### src/rtl/ts_bank_pkg.sv
package ts_bank_pkg;
    localparam int TS_W  = 40;           // captured timer width
    localparam int REG_W = 32;           // software register width
    localparam int LO_W  = REG_W;        // bits held in the low word
    localparam int HI_W  = TS_W - LO_W;  // bits held in the high word

    typedef struct packed {
        logic            valid;
        logic [TS_W-1:0] ts;
    } slot_t;

    // Build the software-visible word of a slot for the selected bank.
    function automatic logic [REG_W-1:0] fmt_word(slot_t s, logic hi);
        logic [REG_W-1:0] w;
        w = '0;
        if (hi) begin
            w[REG_W-1]  = s.valid;
            w[HI_W-1:0] = s.ts[TS_W-1:LO_W];
        end else begin
            w = s.ts[LO_W-1:0];
        end
        return w;
    endfunction
endpackage

### src/rtl/ts_reg_decode.sv
module ts_reg_decode
    import ts_bank_pkg::*;
#(
    parameter int TOTAL = 8,
    parameter int IDX_W = 3
) (
    input  logic [IDX_W:0]     addr_i,
    input  logic               wr_i,
    input  logic [REG_W-1:0]   wdata_i,
    output logic [TOTAL-1:0]   clr_lo_o,
    output logic [TOTAL-1:0]   clr_hi_o,
    output logic [IDX_W-1:0]   rd_idx_o,
    output logic               rd_hi_o
);
    logic zero_wr;
    logic hi_bank;

    assign zero_wr  = wr_i && (wdata_i == '0);
    assign hi_bank  = addr_i[IDX_W];
    assign rd_idx_o = addr_i[IDX_W-1:0];
    assign rd_hi_o  = hi_bank;

    for (genvar i = 0; i < TOTAL; i++) begin : g_dec
        logic hit;
        assign hit         = zero_wr && (addr_i[IDX_W-1:0] == IDX_W'(i));
        assign clr_lo_o[i] = hit && !hi_bank;
        assign clr_hi_o[i] = hit &&  hi_bank;
    end
endmodule

### src/rtl/ts_slot.sv
module ts_slot
    import ts_bank_pkg::*;
(
    input  logic            clk,
    input  logic            rst_n,
    input  logic            cap_i,
    input  logic [TS_W-1:0] ts_i,
    input  logic            clr_lo_i,
    input  logic            clr_hi_i,
    output slot_t           state_o,
    output logic            drop_o
);
    slot_t s_d, s_q;
    logic  take;

    always_comb begin
        s_d  = s_q;
        // a same-cycle high clear frees the slot for this capture
        take = cap_i && (!s_q.valid || clr_hi_i);
        if (take) begin
            s_d.valid = 1'b1;
            s_d.ts    = ts_i;
        end else begin
            if (clr_lo_i) s_d.ts[LO_W-1:0] = '0;
            if (clr_hi_i) begin
                s_d.ts[TS_W-1:LO_W] = '0;
                s_d.valid           = 1'b0;
            end
        end
        drop_o = cap_i && !take;
    end

    always_ff @(posedge clk) begin
        if (!rst_n) s_q <= '0;
        else        s_q <= s_d;
    end

    assign state_o = s_q;
endmodule

### src/rtl/ts_capture_bank.sv
module ts_capture_bank
    import ts_bank_pkg::*;
#(
    parameter int NUM_PORTS = 2,
    parameter int SLOTS     = 4,   // per port, power of two
    parameter int TMR_W     = 64,
    localparam int PORT_W   = (NUM_PORTS > 1) ? $clog2(NUM_PORTS) : 1,
    localparam int SLOT_W   = (SLOTS > 1) ? $clog2(SLOTS) : 1,
    localparam int IDX_W    = PORT_W + SLOT_W,
    localparam int ADDR_W   = IDX_W + 1
) (
    input  logic               clk,
    input  logic               rst_n,
    input  logic [TMR_W-1:0]   timer_i,
    input  logic               cap_valid_i,
    input  logic               cap_tx_i,
    input  logic               cap_txreq_i,
    input  logic [PORT_W-1:0]  cap_port_i,
    input  logic [SLOT_W-1:0]  cap_slot_i,
    input  logic [ADDR_W-1:0]  reg_addr_i,
    input  logic               reg_wr_i,
    input  logic [REG_W-1:0]   reg_wdata_i,
    output logic [REG_W-1:0]   reg_rdata_o,
    output logic [NUM_PORTS-1:0] ovf_o
);
    localparam int TOTAL = NUM_PORTS * SLOTS;

    typedef struct packed {
        logic [NUM_PORTS-1:0] ovf;
        logic [REG_W-1:0]     rdata;
    } top_t;

    top_t top_d, top_q;

    logic              cap_accept;
    logic [IDX_W-1:0]  cap_idx;
    logic [TOTAL-1:0]  cap_hit;
    logic [TOTAL-1:0]  clr_lo;
    logic [TOTAL-1:0]  clr_hi;
    logic [TOTAL-1:0]  drop;
    logic [NUM_PORTS-1:0] port_drop;
    logic [IDX_W-1:0]  rd_idx;
    logic              rd_hi;
    slot_t             slots [TOTAL];

    // receive events always count, transmit events only on request
    assign cap_accept = cap_valid_i && (!cap_tx_i || cap_txreq_i);
    assign cap_idx    = {cap_port_i, cap_slot_i};

    ts_reg_decode #(.TOTAL(TOTAL), .IDX_W(IDX_W)) u_dec (
        .addr_i   (reg_addr_i),
        .wr_i     (reg_wr_i),
        .wdata_i  (reg_wdata_i),
        .clr_lo_o (clr_lo),
        .clr_hi_o (clr_hi),
        .rd_idx_o (rd_idx),
        .rd_hi_o  (rd_hi)
    );

    for (genvar i = 0; i < TOTAL; i++) begin : g_slot
        assign cap_hit[i] = cap_accept && (cap_idx == IDX_W'(i));
        ts_slot u_slot (
            .clk      (clk),
            .rst_n    (rst_n),
            .cap_i    (cap_hit[i]),
            .ts_i     (timer_i[TS_W-1:0]),
            .clr_lo_i (clr_lo[i]),
            .clr_hi_i (clr_hi[i]),
            .state_o  (slots[i]),
            .drop_o   (drop[i])
        );
    end

    for (genvar p = 0; p < NUM_PORTS; p++) begin : g_port
        assign port_drop[p] = |drop[p*SLOTS +: SLOTS];
    end

    always_comb begin
        top_d     = top_q;
        top_d.ovf = top_q.ovf | port_drop;
        if (int'(rd_idx) < TOTAL) top_d.rdata = fmt_word(slots[rd_idx], rd_hi);
        else                      top_d.rdata = '0;
    end

    always_ff @(posedge clk) begin
        if (!rst_n) top_q <= '0;
        else        top_q <= top_d;
    end

    assign reg_rdata_o = top_q.rdata;
    assign ovf_o       = top_q.ovf;
endmodule

### config.mk
export PLATFORM = sky130hd
export DESIGN_NAME = ts_capture_bank
export DESIGN_NICKNAME = d
export VERILOG_FILES = /design/src/rtl/ts_bank_pkg.sv /design/src/rtl/ts_reg_decode.sv /design/src/rtl/ts_slot.sv /design/src/rtl/ts_capture_bank.sv
export SDC_FILE = /design/constraint.sdc
export NUM_CORES = 1
export LEC_CHECK = 0
export CORE_MARGIN = 2
export CORE_UTILIZATION = 38
export CTS_BUF_LIST = sky130_fd_sc_hd__clkbuf_4
export DETAILED_ROUTE_END_ITERATION = 16
export GPL_TIMING_DRIVEN = 0
export PLACE_DENSITY = 0.57
export SLEW_MARGIN = 40
export SYNTH_ARGS = -nofsm -noshare
export SYNTH_HDL_FRONTEND = slang
export SYNTH_SLANG_ARGS = --single-unit
### constraint.sdc
create_clock -name clk -period 2.68 [get_ports clk]
set_input_delay 0.536 -clock clk [delete_from_list [all_inputs] [get_ports clk]]
set_output_delay 0.536 -clock clk [all_outputs]
set_load 0.05 [all_outputs]
* Yosys cells after proc, flatten, opt, wreduce, memory -nomap -nowiden
Cells that the tools add are included.
Cells by class: bitwise operators 3, multiplexer cells 29, equality and inequality tests 14, order comparisons 1, reductions and logical operators 99
Operators with widths (count):
- 41-bit 2-to-1 mux | 10
- 32-bit 2-to-1 mux | 8
- 41-bit binary-select mux with 3-bit select | 1
- 9-bit 2-to-1 mux | 8
- 1-bit logical AND | 50
- 32-bit logical NOT | 1
- 2-bit nonzero test | 16
- 3-bit == test (second input constant) | 8
- 1-bit logical NOT | 18
- 3-bit by 2-bit == test with 1-bit output (second input constant) | 4
- 1-bit logical OR | 9
- 8-bit 2-to-1 mux | 1
- 4-bit OR reduction | 2
- 3-bit by 1-bit == test with 1-bit output (second input constant) | 2
- 3-bit logical NOT | 2
- 4-bit greater-or-equal comparator (second input constant) | 1
- 3-bit inverter with 4-bit output | 1
- 2-bit bitwise OR | 1
- 2-bit OR reduction | 1
- 1-bit 2-to-1 mux | 1
- 1-bit inverter | 1
Storage, ports and cells: input port bits 109, output and inout port bits 34, word-level logic and storage cells 173, register bits 362

* Logic depth before layout (Yosys ltp)
Gate-level depths: netlist of the first run.
depth after elaboration 10, depth in mapped cells 9, depth with buffers taken out 6

* Cells and area by module
Synthesis of the first run repeated with hierarchy kept, for this count alone.
Second synthesis, totals: cells, all modules 1901, area total of the unflattened synthesis 19555.0 µm²
Modules (own cells, without submodules):
- ts_slot | sequential area each 820.8 µm², area an instance 1935.6 µm², instances 8, cells each 192
- ts_capture_bank | sequential area each 680.7 µm², area an instance 3638.5 µm², instances 1, cells each 308
- ts_reg_decode | sequential area each 0.0 µm², area an instance 431.7 µm², instances 1, cells each 57

* Least setup slack after synthesis of the first run
Ideal clock, no wire load.
path kind input to register, start in reg_addr_i[0], end reg top_q (netlist bit reg_rdata_o[0]), arrival 2.403 ns, slack 0.162 ns, library setup time 0.115 ns, stages on the path 5, path buffers 2, cells stage by stage buf_2 buf_1 mux4_2 mux4_2 and2_1
Between the ends: cells in the longest elaborated chain, start to end 5
RTL lines:
- start, declared | RTL line ts_capture_bank.sv:20 | input logic [ADDR_W-1:0] reg_addr_i,
- 3-bit inverter with 4-bit output (not written as such) | RTL line ts_capture_bank.sv:81 | if (int'(rd_idx) < TOTAL) top_d.rdata = fmt_word(slots[rd_idx], rd_hi);
- 41-bit binary-select mux with 3-bit select | RTL line ts_capture_bank.sv:81
- 41-bit 2-to-1 mux (not written as such) (2 in a row) | RTL line ts_capture_bank.sv:81
- 8-bit 2-to-1 mux | RTL line ts_bank_pkg.sv:16 | if (hi) begin
- end signal, assigned | RTL line ts_capture_bank.sv:87 | else top_q <= top_d;
- end, declared | RTL line ts_capture_bank.sv:33 | top_t top_d, top_q;
Every way passes these cells. The select of a mux whose other input is x is not followed. A chain may end at the register's enable or synchronous reset.

==> impl_metrics.toml, run 1 <==
[sta]
drv_slew = 0
fin_crit_sh_pct = 96.87
fin_crit_ps = 2596
tightest_slew_ps = 965.8
finClkSkew_ps = 56.37
rsz0062_at_grt = "false"
fmax_ghz = 0.3852
hold_violations = 0
hold_ws_ps = 356.0
fin_tns_setup_ps = 0
max_slew_margin_pct = 35.61
timing.final.ws_setup_ps = 83.94
setup_viol = 0

[layout]
drive_above_1_share_pct = 19.12
fillers = 3622
regArea_sq_um = 7247
fin_nets = 1793
area_growth_pct = 21.67
multi_input_area_sq_um = 6729

[logic_synthesis]
synth_area_leaders = "dfxtp_1 (50%), mux4_2 (14%), nand3_1 (9.5%)"
syn-num-nets = 1576
synth_top_area_share_pct = 50.19
netlist_instances = 1467
yosysWarnings = 0
avgSynthCellArea_sq_um = 9.842
syn_area_sq_um = 14440
yosysSeqAreaShare_pct = 50.19
synth-seq-cells = 362
ys_types = 41
yosysTopAreaCell = "dfxtp_1"

[floorplan]
start_util_pct = 38.42
die-area_sq_um = 39570
fp.dieH_microns = 198.9
core-area_sq_um = 37580
die_x_microns = 198.9
io-pin-count = 143
rows = 71

[setup_path]
endpoint_kind = "flop"
rr_startpoint = "g_slot[5].u_slot.state_o[40]"
cp_data_required_time_ps = 3380
startpoint = "rst_n"
worstPathArrival_ps = 3300
crit_path_max_fanout = 10
start_kind = "primary input"
criticalPathCategory = "in2reg"

[global_routing]
overflow = 0
grt_pass1_wl_mm = 74.86
grt_pass1_vias = 12689
antenna_found_initial = 2
grt_usage_pct = 25.23
grt_max_degree = 13

[detailed_routing]
drt-vias-per-instance = 5.736
wl_per_cell_microns = 21.87
dr.pass1.iters = 5
vias = 12934
ant_nets = 0
drtIter0Drc = 1131
drc = 0
drt-total-wl_mm = 49.32

[clock_tree]
cts_sinks = 362
root_buffer = "clkbuf_4"
clockBufferDepth = 3
clk_pin_slew_ps = 60
h-tree-depth = 3
cts_tree = "yes"
cts_buffers = 95
insertion_delay_ps = 790

[job]
drv_cap = 0

[power_and_ir_drop]
ir_worst_vdd_v = 0.0003356
p_per_area_nw_per_um2 = 637.7
p_leak_nw = 6.158

[outcome]
outcome = "complete, no violations"

[placed_design]
pre_cts_ws_ps = -997.4
numPortBuffers = 115
dp_hpwl_mm = 33.79
gp_congestion = 0.9007

[worst_hold_path]
min_path_type = "in2reg"
worstHoldStart = "timer_i[14]"
[critical path: stages]
cell and delay [ps]:
clkdlybuf4s50_1 550, clkbuf_1 750, clkbuf_2 520, clkbuf_1 650
nand3_1 160, o21ai_1 110
[cells in the mapped netlist (all sizes together)]
cell type	n
a211oi	1
a21o	1
a21oi	11
a31oi	7
a32oi	1
a41oi	2
and2	11
and3	3
and3b	1
buf	42
clkbuf	90
dfxtp	362
inv	3
mux2i	23
mux4	91
nand2	142
nand2b	4
nand3	275
nand3b	1
nand4	6
nor2	35
nor2b	6
nor3	3
nor4	9
nor4b	1
o211a	1
o21ai	282
o22ai	32
o2bb2ai	8
o311a	1
o31ai	1
o41ai	4
or2	1
or3	4
or4	2
[where the power goes]
group | switching, mW | internal (mW)
clock | 2.24 | 2.55
sequential | 0.0478 | 5.48
combinational | 0.574 | 0.317
[repair_timing]
action	CTS	global route
setup endpoints to repair	221	179
hold buffers	0	0
pin swaps	1	3
buffers inserted	2	3
gates resized for setup	4	58
[sequential cells by signal, summed over array words and instances, names as in the netlist]
register,count
ovf_o,2
reg_rdata_o,32
g_slot.u_slot.state_o,328
[per-stage QoR]
step / std cells / power (mW) / util, % / area [sq um]
2_1_floorplan: 1467 / 6.096 / - / 14440
3_3_place_gp: 2093 / 6.500 / 43.19 / 16230
3_5_place_dp: 2093 / 6.515 / 43.31 / 16280
4_1_cts: 2250 / 11.26 / 46.51 / 17480
5_1_grt: 2255 / 11.61 / 46.75 / 17570
6_report: 2255 / 11.20 / 46.75 / 17570
[path summary, 6_finish.rpt]
| kind | cells past startpoint | slack (ps) | to |
|---|---|---|---|
| setup / recovery | 6 | 80 | g_slot[7].u_slot.state_o[12] |
| hold / removal | 3 | 360 | g_slot[7].u_slot.state_o[14] |
| setup reg to reg | 4 | 840 | g_slot[5].u_slot.state_o[31] |
| hold reg to reg | 2 | 450 | g_slot[7].u_slot.state_o[15] |
[cells in the final DEF (no fill, tap or decap), types with 43 or more instances in the layout]
master,Yosys,routed
clkbuf_4,0,140
buf_2,38,43
o21ai_1,92,91
clkdlybuf4s50_1,0,115
nand2_1,142,139
mux4_2,91,91
nand3_1,275,274
clkbuf_1,90,63
dfxtp_1,362,362
o21ai_0,190,190
[final cells by class]
class                      instances  area share [%]
clock buffer                     140           5.983
sequential                       362           41.26
tap                              511           3.640
inverter                           3         0.06411
buffer                           132           3.312
antenna                            2         0.02849
multi-input combinational        970           38.31
timing repair buffer             120           6.767
clock inverter                    15          0.6411
[layer usage]
metal  part of all wire, %  global-route usage [%]  vias to the layer above
met5                     0                       0                        -
met4                   2.5                   9.425                        0
met3                   8.6                   5.934                       84
met2                    47                   40.35                      588
met1                    42                   33.21                     6398
li1                      -                       -                     5864
[logic make-up (layout without fill, tap and decap cells)]
group	after synthesis	after routing	share of synthesized area (%)
compound gates	352	352	13.18
buf+inv	135	410	3.839
flops	362	362	50.19
mux	114	114	15.79
other cells	0	2	0
simple gates	504	504	16.99
No activity file was read; power rests on OpenSTA's default activity.
==> run 2, diff against run 1 <==
==> constraint.sdc (replaced) <==
create_clock -name clk -period 3.1 [get_ports clk]
set_input_delay 0.62 -clock clk [delete_from_list [all_inputs] [get_ports clk]]
set_output_delay 0.62 -clock clk [all_outputs]
set_load 0.05 [all_outputs]
==> run 2 against run 1 <==
Against the previous run:
- wire length is 0.20% higher
- sequential cell count unchanged
- first-iteration DRC count down 5.7%
- critical path depth rose by 3
- combinational power is 14% lower
- register-to-register slack improved by 170 ps
- final cell count is 0.13% lower
- worst setup slack improved by 28 ps
- sequential share of layout area grew 0.22 points
- clock power down 14%
- clock-buffer cell count did not move
- non-clock buffer count down 3
- critical path type unchanged
==> impl_metrics.toml, run 2 (synthesized netlist as in run 1, its figures left out) <==
[layout]
instances_no_fill = 2252
fillers = 3630
mostFrequentLayoutCell = "dfxtp_1"
largest_reg_flops = 328
final_area_sq_um = 17470
drive_above_1_share_pct = 17.19
area_growth_pct = 21.02
most-common-layout-cells = "dfxtp_1 (362), nand3_1 (275), o21ai_0 (190)"
fin_nets = 1790

[power_and_ir_drop]
p_per_area_nw_per_um2 = 554.2
ir_worst_vdd_v = 0.0002901
p_leak_nw = 6.075
total_power_mw = 9.684

[clock_tree]
root_buffer = "clkbuf_4"
cts_tree = "yes"
clk_pin_slew_ps = 60
clockBufferDepth = 3
cts_resized = 0
cts_buffers = 95
h-tree-depth = 3
cts_sinks = 362
insertion_delay_ps = 790

[setup_path]
slowest_stage = "nand3_1"
r2r-end = "g_slot[5].u_slot.state_o[35]"
critPathBufInv = 3
cpPeakStageDelay_ps = 480
r2r_cells = 5
cp_data_required_time_ps = 3700
criticalPathCategory = "in2reg"
crit_path_max_fanout = 10
endpoint_kind = "flop"
worstPathArrival_ps = 3590
rr_startpoint = "g_slot[5].u_slot.state_o[40]"
worstPathCellList = "clkdlybuf4s50_1, nor4_1, nand4_1, buf_2, o41ai_2, nand3_1, clkbuf_1, nand3_1, o21ai_0"
rrSetupSlack_ps = 1010
startpoint = "reg_wdata_i[24]"
path_delay_family = "simple AND/OR/NAND/NOR gates"
start_kind = "primary input"
timing.critical_path.mode_cell = "nand3_1"

[detailed_routing]
vias = 12856
top_layer = "met4"
drt-total-wl_mm = 49.41
met2WireLength_mm = 22.97
drtIter0Drc = 1066
drc = 0
wl_met1_mm = 20.93
drt-vias-per-instance = 5.709
wl_per_cell_microns = 21.94
dr.pass1.iters = 5
ant_nets = 0
met3_length_mm = 4.042

[sta]
setup_viol = 0
tightest_slew_ps = 917.8
fin_crit_ps = 2988
fin_tns_setup_ps = 0
finClkSkew_ps = 53.62
max_slew_margin_pct = 38.81
rsz0062_at_grt = "false"
drv_slew = 0
hold_ws_ps = 439.1
fin_crit_sh_pct = 96.39
fmax_ghz = 0.3347
hold_violations = 0

[job]
drv_cap = 0

[outcome]
outcome = "complete, no violations"

[floorplan]
rows = 71
die-area_sq_um = 39570
core-area_sq_um = 37580
io-pin-count = 143
fp.dieH_microns = 198.9
start_util_pct = 38.42
die_x_microns = 198.9

[global_routing]
grt_pass1_vias = 12668
grt_usage_pct = 25.20
overflow = 0
grt_max_degree = 13
antenna_found_initial = 2
grt_pass1_wl_mm = 74.80

[placed_design]
place_area_sq_um = 16280
gp_congestion = 0.9007
dp_hpwl_mm = 33.79
dp_cells = 2093
numPortBuffers = 115

[worst_hold_path]
min_path_type = "in2reg"
holdPathEnd = "g_slot[7].u_slot.state_o[14]"
worstHoldStart = "timer_i[14]"
hold_depth = 3
-- run 2: cell count changes in the layout (fill, tap and decap cells not counted), sizes merged --
cell and delta:
buf -7, clkbuf +4
-- run 2: what timing repair did --
item,in CTS,in global routing
endpoints found under the setup margin,0,44
hold endpoints to repair,0,0
hold buffers,0,0
setup buffers,0,2
-- run 2: report_power, final --
group | internal (mW) | leakage (nW) | switching [mW]
Clock | 2.20 | 0.700 | 1.94
Combinational | 0.269 | 2.45 | 0.495
Sequential | 4.73 | 2.93 | 0.0412
-- run 2: worst min-delay path, stage by stage --
cell             delay, ps
clkdlybuf4s50_1        420
nand3_1                 70
o21ai_1                 50
-- run 2: worst max-delay path by stage --
| stage | end | slack [ps] | cells after the start |
|---|---|---|---|
| 4_1_cts | g_slot[7].u_slot.state_o[19] | 170 | 9 |
| 6_report | g_slot[6].u_slot.state_o[2] | 110 | 9 |
| 2_1_floorplan | reg_rdata_o[0] | 500 | 5 |
| 5_1_grt | g_slot[3].u_slot.state_o[24] | 7 | 9 |
| 3_5_place_dp | g_slot[7].u_slot.state_o[30] | -660 | 9 |
| 3_3_place_gp | g_slot[5].u_slot.state_o[29] | -740 | 7 |
-- run 2: routing by layer --
layer,global-route usage (%),vias up
li1,-,5857
met1,33.28,6319
met5,0,-
met3,6.019,106
met4,9.093,0
met2,40.27,574
-- run 2: final cells by class --
class	instances	area, sq um	area share (%)
antenna	2	5.005	0.02864
buffer	132	549.3	3.144
clock buffer	140	1051	6.015
clock inverter	15	112.6	0.6445
inverter	3	11.26	0.06445
multi-input combinational	970	6691	38.30
sequential	362	7247	41.48
tap	511	639.4	3.659
timing repair buffer	117	1166	6.674
-- run 2: through the flow --
| stage | util (%) | setup WS (ps) |
|---|---|---|
| floorplan | - | 497.7 |
| global placement | 43.19 | -743.8 |
| detailed placement | 43.31 | -661.4 |
| CTS | 46.41 | 170.9 |
| global route | 46.50 | 6.934 |
| finish | 46.50 | 112.0 |
==> run 3, diff against run 2 <==
--- a/config.mk
+++ b/config.mk
@@ -11,6 +11,7 @@
 export DETAILED_ROUTE_END_ITERATION = 16
 export GPL_TIMING_DRIVEN = 0
 export PLACE_DENSITY = 0.57
+export SETUP_SLACK_MARGIN = 0.2
 export SLEW_MARGIN = 40
 export SYNTH_ARGS = -nofsm -noshare
 export SYNTH_HDL_FRONTEND = slang
==> run 3 against run 2 <==
Against the previous run:
- core utilization is 0.063 points higher
- via count is 0.36% higher
- sequential cell count stayed put
- final cell count stayed put
- clock power hardly changed
- highest routed layer unchanged
==> impl_metrics.toml, run 3 (synthesized netlist as in run 1, its figures left out) <==
[outcome]
outcome = "complete, no violations"

[setup_path]
crit_cells = 10
crit_path_end = "g_slot[7].u_slot.state_o[26]"
crit_path_max_fanout = 10
startpoint = "reg_wdata_i[8]"
cpPeakStageDelay_ps = 660
r2r_cells = 5
endpoint_kind = "flop"
criticalPathCategory = "in2reg"
critPathBufInv = 4
path_delay_family = "buffers and inverters"
rr_startpoint = "g_slot[5].u_slot.state_o[40]"
worstPathArrival_ps = 3560
rrSetupSlack_ps = 990
r2r-end = "g_slot[5].u_slot.state_o[35]"
cp_data_required_time_ps = 3810
worstPathCellList = "clkdlybuf4s50_1, nor4_1, nand4_1, buf_2, nor4_4, buf_4, a41oi_1, clkbuf_1, nand2_1, o21ai_1"
start_kind = "primary input"
slowest_stage = "clkbuf_1"

[detailed_routing]
dr.pass1.iters = 5
drc = 0
drtIter0Drc = 1122
drt-total-wl_mm = 49.34
vias = 12902
ant_nets = 0
drt-vias-per-instance = 5.729
wl_per_cell_microns = 21.91

[placed_design]
numPortBuffers = 115
gp_congestion = 0.9007
pre_cts_ws_ps = -661.4
place_area_sq_um = 16280
dp_hpwl_mm = 33.79
dp_cells = 2093

[power_and_ir_drop]
p_per_area_nw_per_um2 = 553.3
p_leak_nw = 6.081
ir_worst_vdd_v = 0.0002914

[sta]
drv_slew = 0
hold_ws_ps = 437.5
rsz0062_at_grt = "false"
finClkSkew_ps = 56.63
timing.final.ws_setup_ps = 250.2
fin_crit_sh_pct = 91.93
max_slew_margin_pct = 39.42
setup_viol = 0
fmax_ghz = 0.3509
tightest_slew_ps = 908.7
fin_crit_ps = 2850
hold_violations = 0

[job]
drv_cap = 0

[clock_tree]
ctsHoldBuffers = 0
cts_sinks = 362
insertion_delay_ps = 790
clk_pin_slew_ps = 70
cts_buffers = 95
h-tree-depth = 3
cts_tree = "yes"
clockBufferDepth = 3
root_buffer = "clkbuf_4"

[layout]
fin_nets = 1790
instances_no_fill = 2252
largest_reg_flops = 328
multi_input_area_sq_um = 6713
final_util_pct = 46.56
area_growth_pct = 21.19
drive_above_1_share_pct = 17.54
fillers = 3631
final_area_sq_um = 17500
most-common-layout-cells = "dfxtp_1 (362), nand3_1 (274), o21ai_0 (190)"
mostFrequentLayoutCell = "dfxtp_1"
regArea_sq_um = 7247

[floorplan]
core-area_sq_um = 37580
start_util_pct = 38.42
die-area_sq_um = 39570
rows = 71
io-pin-count = 143
die_x_microns = 198.9
fp.dieH_microns = 198.9

[global_routing]
overflow = 0
grt_pass1_vias = 12687
grt_max_degree = 13
grt_usage_pct = 25.21
grt_pass1_wl_mm = 74.82
antenna_found_initial = 2

[worst_hold_path]
min_path_type = "in2reg"
[run 3: cell counts in the layout (fill, tap and decap cells not counted)]
No cell type changed its count.
[run 3: routing by layer]
metal / share of wire [%] / GRT usage [%] / vias up / wire, microns
met4: 2.7 / 9.204 / 0 / 1343
met3: 8.8 / 6.290 / 112 / 4321
met1: 42 / 33.11 / 6328 / 20640
li1: - / - / 5859 / -
met5: 0 / 0 / - / 0
met2: 47 / 40.24 / 603 / 23040
[run 3: timing repair]
| action | 4_1_cts | 5_1_grt |
|---|---|---|
| gates resized for setup | 0 | 8 |
| endpoints found under the setup margin | 23 | 111 |
| pin swaps | 1 | 0 |
| setup buffers | 2 | 0 |
[run 3: worst min-delay path by stage]
stage                                        end  slack (ps)                          from  cells past startpoint
finish              g_slot[7].u_slot.state_o[22]         440                   timer_i[22]                      3
detailed placement  g_slot[7].u_slot.state_o[15]         440  g_slot[7].u_slot.state_o[15]                      2
floorplan           g_slot[0].u_slot.state_o[32]         420  g_slot[0].u_slot.state_o[32]                      2
CTS                 g_slot[7].u_slot.state_o[25]         390                   timer_i[25]                      3
global route        g_slot[7].u_slot.state_o[22]         410                   timer_i[22]                      3
global placement    g_slot[0].u_slot.state_o[35]         430  g_slot[0].u_slot.state_o[35]                      2
[run 3: final cells by class]
class	instances	area share [%]
well taps	511	3.654
clock inverters	15	0.6436
flip-flops and latches	362	41.42
inverters	3	0.06436
clock buffers	140	6.007
diodes	2	0.02860
plain buffers	132	3.154
repair buffers	117	6.665
multi-input cells	970	38.37
[run 3: through the flow]
| step | TNS (ps) | power (mW) |
|---|---|---|
| after floorplan | 0 | 5.270 |
| after global placement | -156280 | 5.619 |
| after detailed placement | -158870 | 5.632 |
| after CTS | 0 | 9.735 |
| after global routing | 0 | 10.03 |
| final | 0 | 9.682 |
[run 3: worst reg2reg max path, stage by stage, from the launching register on]
cell	delay [ps]
dfxtp_1	390
nor3_1	80
a21oi_1	660
and3_1	260
clkbuf_1	460
o2bb2ai_1	180
[run 3: power by group]
| group | switching, mW | internal [mW] | total, mW |
|---|---|---|---|
| clock network | 1.94 | 2.20 | 4.14 |
| logic | 0.496 | 0.270 | 0.766 |
| registers | 0.0413 | 4.73 | 4.78 |
